## src/rtl/segptr_pkg.sv

```systemverilog
package segptr_pkg;

    localparam int SEG_CNT  = 4;
    localparam int PTR_W    = $clog2(SEG_CNT);
    localparam int CFG_W    = 16;
    localparam int CTR_CNT  = 2;
    localparam int RD_IDX   = 0;
    localparam int WR_IDX   = 1;

    typedef logic [PTR_W-1:0] seg_t;

    localparam seg_t LAST_SEG = seg_t'(SEG_CNT - 1);

    typedef struct packed {
        seg_t cur;
        seg_t lo;
        seg_t hi;
    } ctr_t;

    typedef enum logic [1:0] {
        ACT_HOLD   = 2'd0,
        ACT_STEP   = 2'd1,
        ACT_RELOAD = 2'd2,
        ACT_LOAD   = 2'd3
    } ctr_act_e;

    localparam ctr_t CTR_RESET = '{cur: '0, lo: '0, hi: LAST_SEG};

    // Next position after one data cycle.
    function automatic seg_t seg_step(ctr_t c);
        if (c.cur == c.hi) return c.lo;
        return seg_t'(c.cur + seg_t'(1));
    endfunction

    // Field extraction; idx selects the read (0) or write (1) half.
    function automatic ctr_t cfg_unpack(logic [CFG_W-1:0] v, int idx);
        ctr_t c;
        if (idx == RD_IDX) begin
            c.cur = v[1:0];
            c.hi  = v[4:3];
            c.lo  = v[7:6];
        end else begin
            c.cur = v[9:8];
            c.hi  = v[12:11];
            c.lo  = v[14:13];
        end
        return c;
    endfunction

    function automatic logic [CFG_W-1:0] cfg_pack(ctr_t r, ctr_t w);
        return {1'b0, w.lo, w.hi, 1'b0, w.cur, r.lo, 1'b0, r.hi, 1'b0, r.cur};
    endfunction

    function automatic ctr_act_e pick_act(logic ld, logic rl, logic st);
        if (ld) return ACT_LOAD;
        if (rl) return ACT_RELOAD;
        if (st) return ACT_STEP;
        return ACT_HOLD;
    endfunction

endpackage

```

## src/rtl/segptr_ctr.sv

```systemverilog
module segptr_ctr
    import segptr_pkg::*;
(
    input  logic     clk,
    input  logic     rst,
    input  ctr_act_e act,
    input  ctr_t     load_val,
    output ctr_t     state
);
    ctr_t state_q;
    ctr_t state_d;

    always_comb begin
        state_d = state_q;
        unique case (act)
            ACT_LOAD:   state_d = load_val;
            ACT_RELOAD: state_d.cur = state_q.lo;
            ACT_STEP:   state_d.cur = seg_step(state_q);
            default:    state_d = state_q;
        endcase
    end

    always_ff @(posedge clk) begin
        if (rst) state_q <= CTR_RESET;
        else     state_q <= state_d;
    end

    assign state = state_q;
endmodule

```

## src/rtl/segptr_steer.sv

```systemverilog
module segptr_steer
    import segptr_pkg::*;
#(
    parameter int DATA_W = 16
) (
    input  logic [DATA_W*SEG_CNT-1:0] rd_word,
    input  seg_t                      rd_sel,
    input  seg_t                      wr_sel,
    output logic [DATA_W-1:0]         rd_data,
    output logic [SEG_CNT-1:0]        wr_lane
);
    logic [DATA_W-1:0] slice [SEG_CNT];

    for (genvar k = 0; k < SEG_CNT; k++) begin : g_lane
        assign slice[k]   = rd_word[k*DATA_W +: DATA_W];
        assign wr_lane[k] = (wr_sel == seg_t'(k));
    end

    always_comb begin
        rd_data = '0;
        for (int k = 0; k < SEG_CNT; k++) begin
            if (rd_sel == seg_t'(k)) rd_data = slice[k];
        end
    end
endmodule

```

## src/rtl/segptr_unit.sv

```systemverilog
module segptr_unit
    import segptr_pkg::*;
#(
    parameter int DATA_W = 16,
    localparam int WORD_W = DATA_W * SEG_CNT
) (
    input  logic              clk,
    input  logic              rst,
    input  logic              cfg_wr,
    input  logic [CFG_W-1:0]  cfg_wdata,
    output logic [CFG_W-1:0]  cfg_rdata,
    input  logic              rsc_cmd,
    input  logic              rd_cycle,
    input  logic              wr_cycle,
    input  logic [WORD_W-1:0] rd_word,
    output logic [DATA_W-1:0] rd_data,
    output logic [SEG_CNT-1:0] wr_lane,
    output logic [PTR_W-1:0]  rd_seg,
    output logic [PTR_W-1:0]  wr_seg,
    output logic              cmp_kick
);
    ctr_t     ctr_st [CTR_CNT];
    ctr_act_e ctr_act [CTR_CNT];
    logic     ctr_cyc [CTR_CNT];
    logic     kick_q;

    assign ctr_cyc[RD_IDX] = rd_cycle;
    assign ctr_cyc[WR_IDX] = wr_cycle;

    for (genvar g = 0; g < CTR_CNT; g++) begin : g_ctr
        assign ctr_act[g] = pick_act(cfg_wr, rsc_cmd, ctr_cyc[g]);
        segptr_ctr u_ctr (
            .clk      (clk),
            .rst      (rst),
            .act      (ctr_act[g]),
            .load_val (cfg_unpack(cfg_wdata, g)),
            .state    (ctr_st[g])
        );
    end

    assign rd_seg    = ctr_st[RD_IDX].cur;
    assign wr_seg    = ctr_st[WR_IDX].cur;
    assign cfg_rdata = cfg_pack(ctr_st[RD_IDX], ctr_st[WR_IDX]);

    segptr_steer #(.DATA_W(DATA_W)) u_steer (
        .rd_word (rd_word),
        .rd_sel  (ctr_st[RD_IDX].cur),
        .wr_sel  (ctr_st[WR_IDX].cur),
        .rd_data (rd_data),
        .wr_lane (wr_lane)
    );

    always_ff @(posedge clk) begin
        if (rst) kick_q <= 1'b0;
        else     kick_q <= wr_cycle && (ctr_st[WR_IDX].cur == LAST_SEG);
    end

    assign cmp_kick = kick_q;
endmodule

```

## config.mk

```make
export PLATFORM = sky130hd
export DESIGN_NAME = segptr_unit
export DESIGN_NICKNAME = d
export VERILOG_FILES = /design/src/rtl/segptr_pkg.sv /design/src/rtl/segptr_ctr.sv /design/src/rtl/segptr_steer.sv /design/src/rtl/segptr_unit.sv
export SDC_FILE = /design/constraint.sdc
export NUM_CORES = 1
export LEC_CHECK = 0
export BUFFER_PORTS_ARGS = -buffer_cell sky130_fd_sc_hd__buf_2
export CORE_MARGIN = 1
export CORE_UTILIZATION = 37
export DETAILED_ROUTE_END_ITERATION = 10
export GPL_ROUTABILITY_DRIVEN = 0
export GPL_TIMING_DRIVEN = 0
export PLACE_DENSITY = 0.85
export SLEW_MARGIN = 20
export SYNTH_ARGS = -nofsm -noshare
export SYNTH_HDL_FRONTEND = slang
export SYNTH_HIERARCHICAL = 1
export SYNTH_SLANG_ARGS = --single-unit
```

## constraint.sdc

```tcl
create_clock -name clk -period 1.6 [get_ports clk]
set_input_delay 0.24 -clock clk [delete_from_list [all_inputs] [get_ports clk]]
set_output_delay 0.24 -clock clk [all_outputs]
set_load 0.05 [all_outputs]
```

## Word level (Yosys, flattened, before mapping)

Index checks and enable logic that the tools add are counted.

| operators by class | value |
|---|---|
| $add $sub $neg | 2 |
| equality and inequality tests | 14 |
| mux-type cells | 33 |
| reductions and logical operators | 5 |

Operators by type and width:

| cell | number |
|---|---|
| $mux 16 | 4 |
| $mux 2 | 14 |
| $eq 2x2->1 const B | 8 |
| $mux 1 | 13 |
| $pmux 2 s3 | 2 |
| $eq 2x1->1 const B | 4 |
| $reduce_bool 3->1 | 2 |
| $add 2x1->2 const B | 2 |
| $eq 2x2->1 | 2 |
| $logic_not 2->1 | 2 |
| $logic_and 1x1->1 | 1 |

| word-level totals | value |
|---|---|
| register bits after elaboration | 13 |
| logic and storage cells | 61 |

## Logic depth before layout (Yosys ltp)

| depth | value |
|---|---|
| depth in word-level cells | 11 |
| depth in mapped cells | 8 |

## Modules after synthesis

The synthesis kept the hierarchy.

Modules (own cells, without submodules):

| module | instances | cells an instance | area each (um^2) | sequential area each (um^2) |
|---|---|---|---|---|
| segptr_ctr | 2 | 45 | 380.4 | 120.1 |
| segptr_steer | 1 | 24 | 446.7 | 0.0 |
| segptr_unit | 1 | 15 | 118.9 | 20.0 |

## Worst setup path before layout

No wires, ideal clock.

| timing path | value |
|---|---|
| path type | flip-flop to output port |
| start | reg g_ctr[0].u_ctr.state_q (netlist bit g_ctr[0].u_ctr/state[4]) |
| end | out rd_data[0] |
| arrival time | 1727 ps |
| data required time | 1360 ps |
| slack | -367 ps |
| cell stages (with the launch flop) | 3 |
| path buffers | 1 |
| cells stage by stage | dfxtp_1 -> buf_6 -> mux4_1 |

| on the way | value |
|---|---|
| longest elaborated chain between the ends | 5 |
| elaborated cells on any way between the ends | 8 |

RTL lines:

| element | line | RTL |
|---|---|---|
| start, declared | segptr_ctr.sv:10 | `ctr_t state_q;` |
| start signal, assigned | segptr_ctr.sv:25 | `else state_q <= state_d;` |
| $logic_not 2->1 | segptr_steer.sv:22 | `if (rd_sel == seg_t'(k)) rd_data = slice[k];` |
| $mux 16 (3 in series) | segptr_steer.sv:22 |  |
| $mux 16 (*) | segptr_steer.sv:22 |  |
| end, declared | segptr_unit.sv:16 | `output logic [DATA_W-1:0] rd_data,` |

Mark *: on every way between the ends. The rest lies on a longest branch, timed or not.

## Final worst setup path

| timing path | value |
|---|---|
| start | reg g_ctr[0].u_ctr.state_q (netlist bit g_ctr[0].u_ctr/state[4]) |
| end | out rd_data[10] |

The elaborated chain is that of the path after synthesis.

==> metrics.md <==
| Metric | Value |
|---|---|
| Slew Viols, Final | `0` |
| Largest net degree at the start of global routing | `14` |
| CTS tree | `built` |
| Clock latency at the later pin of the worst-skew pair | `0.27 ns` |
| Worst Setup Slack, final | `-0.173 ns` |
| Drt pass-1 iters | `4` |
| MaxCap Viol Count | `0` |
| Async S/R FF share, synth | `0%` |
| Clk slew on worst S/H paths | `0.08 ns` |
| Startpoint types | `flip-flop` |
| Fill count | `302` |
| Most frequent cell after synthesis | `dfxtp_1` |
| Share of layout cells above drive strength 1 | `59.4%` |
| Status | `complete, but fails checks` |
| Top FF cell, synth | `dfxtp_1` |
| R2R setup slack | `0.32 ns` |
| First-pass GRT wire length | `6000 um` |
| Via density per instance | `4.95` |
| CP Cell Sequence | `buf_12 > mux4_2 > buf_6` |
| Final hold violation count | `0` |
| Clk sinks | `13` |
| Post-synth top cells | `dfxtp_1, mux4_2, inv_1, nor2_1` |
| CP delay by family, top | `multiplexers` |
| Setup Skew | `0.00946 ns` |
| Ant. Diodes | `0` |
| Post-Place Setup Slack | `-0.0521 ns` |
| Cells after Synth | `129` |
| Post-synthesis area per instance | `10.3 sq um` |
| Core area | `0.00339 sq mm` |
| Worst hold path class | `in -> reg` |
| Clock Tree Root | `clkbuf_4` |
| Iter 0 DRT Violations | `47` |
| Pwr Density | `794 mW/mm^2` |
| I/O pins | `127` |
| Die Width | `61.9 um` |
| GR Util All Layers | `21.6%` |
| DRC violations left | `0` |
| Initial antenna violation count | `0` |
| Sequential area share after synthesis | `19.6%` |
| Cell area after placement | `0.00198 sq mm` |
| Die height | `61.9 um` |
| Final Cycle Share | `111%` |
| Fin crit period | `1.77 ns` |
| Initial core utilization | `39.1%` |
| CP Capture Type | `primary output` |
| Crit-path max cell delay | `0.53 ns` |
| Setup violations, final | `16` |
| Fmax | `564 MHz` |
| RSZ-0062 raised after global routing | `true` |
| Post-Syn Area | `0.00133 sq mm` |
| Seq cells post-synth | `13` |
| Synth warnings | `6` |
| Yosys cell types | `30` |
| Dominant cells by area after synthesis | `dfxtp_1, mux4_2, mux4_1, ha_1, buf_4` |
| Slowest CP cell | `mux4_2` |
| Worst-path fanout max | `6` |
| Syn-to-layout area delta | `62.2%` |
| Max Buffers Root-to-Sink | `2` |
| Setup TNS | `-2.24 ns` |
| Antenna viol nets, final | `0` |
| Worst path bufs/invs | `2` |
| Crit Path Class | `reg -> out` |
| Nets | `351` |
| Vias in the first global route | `1424` |
| Number of port buffers | `118` |
| WP data arrival | `1.53 ns` |
| Required time worst endpoint | `1.36 ns` |
| # rows | `21` |
| Post-synth top area share | `19.6%` |
| GRT overflow | `0` |
| EDFF count, synth | `0` |
| Num CTS Buffers | `3` |
| DR WL/cell | `13.9 um` |
| Leak Pwr | `1.11 nW` |
| CTS H-tree lvls | `1` |
| Total Wirelength | `4210 um` |
| Design area | `0.00215 sq mm` |
| Violations in the final reports | `setup timing` |
| Worst vdd ir | `0.527 mV` |
| Die footprint | `0.00383 sq mm` |
| HPWL after DPL | `3360 um` |
| Hold_buf cts | `0` |
| Via count | `1494` |
| Synth area leader | `dfxtp_1` |
==> registers in the layout, summed over array words and instances (netlist names) <==
name / count
g_ctr.u_ctr/state: 12
cmp_kick: 1
==> placed cells by master (no fill, tap or decap) <==
cell type,Yosys,final
buf_2,2,102
buf_6,1,17
mux4_2,10,15
dfxtp_1,13,11
buf_4,8,10
inv_1,9,9
nor2_1,9,9
nor2b_1,8,8
a21oi_1,8,8
ha_1,8,8
o21ai_0,6,6
nand2b_1,6,6
a21o_1,4,4
conb_1,1,4
mux2i_1,4,4
a211o_1,4,4
clkbuf_4,0,3
xor2_1,2,2
nand3_1,2,2
a31oi_1,2,2
o31ai_1,2,2
a22oi_1,2,2
nand2_1,2,2
a21boi_0,2,2
o221ai_1,2,2
a211oi_1,2,2
dfxtp_4,0,2
buf_12,1,2
or2_1,1,1
and4b_1,1,1
clkbuf_1,0,1
clkbuf_16,0,1
mux4_1,6,1
and2_1,1,1
==> report_power, final <==
| group | switching, mW | total (mW) | internal, mW |
|---|---|---|---|
| registers | 0.0562 | 0.408 | 0.352 |
| clock network | 0.102 | 0.198 | 0.0964 |
| logic | 0.646 | 1.10 | 0.456 |
| total | 0.804 | 1.71 | 0.905 |
==> area by class of cell <==
cell class	instances	area [sq um]	area share (%)
inverter	9	33.8	1.57
buffer	10	91.3	4.25
timing repair buffer	122	751	34.9
multi-input combinational	98	923	42.9
sequential	13	268	12.4
tap	46	57.6	2.68
clock buffer	4	26.3	1.22
==> logic make-up after synthesis <==
| group | share of synthesized area, % |
|---|---|
| buffers and inverters | 10.2 |
| XOR/XNOR | 1.32 |
| flip-flops | 19.6 |
| AO/OA/AOI/OAI | 17.0 |
| AND/OR/NAND/NOR | 12.2 |
| multiplexers | 31.9 |
| adder cells (fa/ha/maj) | 7.55 |
| other | 0.283 |
==> stage by stage <==
step                power, mW  utilization, %  hold WS (ns)  std cells
global placement         1.38            58.4         0.449        296
finish                   1.71            63.5         0.169        302
global route             1.80            63.5         0.175        302
floorplan                1.15               -         0.309        132
detailed placement       1.39            58.4         0.454        296
CTS                      1.70            62.9         0.168        302
==> worst paths after layout <==
| path | cells past startpoint | startpoint | endpoint |
|---|---|---|---|
| setup / recovery | 3 | g_ctr[0].u_ctr/state[4] | rd_data[10] |
| hold / removal | 2 | cfg_wdata[12] | g_ctr[1].u_ctr/state[1] |
| setup reg to reg | 5 | g_ctr[0].u_ctr/state[4] | g_ctr[0].u_ctr/state[5] |
| hold reg to reg | 2 | g_ctr[0].u_ctr/state[0] | g_ctr[0].u_ctr/state[4] |
==> repair_timing <==
item	4_1_cts	5_1_grt
cloned	0	1
resized for setup	34	0
setup buffers	3	0
endpoints found under the setup margin	16	16
==> per-layer routing <==
metal	GRT usage, %	wire length, um	vias up
met5	0	0	-
met4	14.0	124	0
met2	41.6	2340	69
met1	20.1	1480	687
met3	4.97	258	12
li1	-	-	726
No activity file was read; power rests on OpenSTA's default activity.
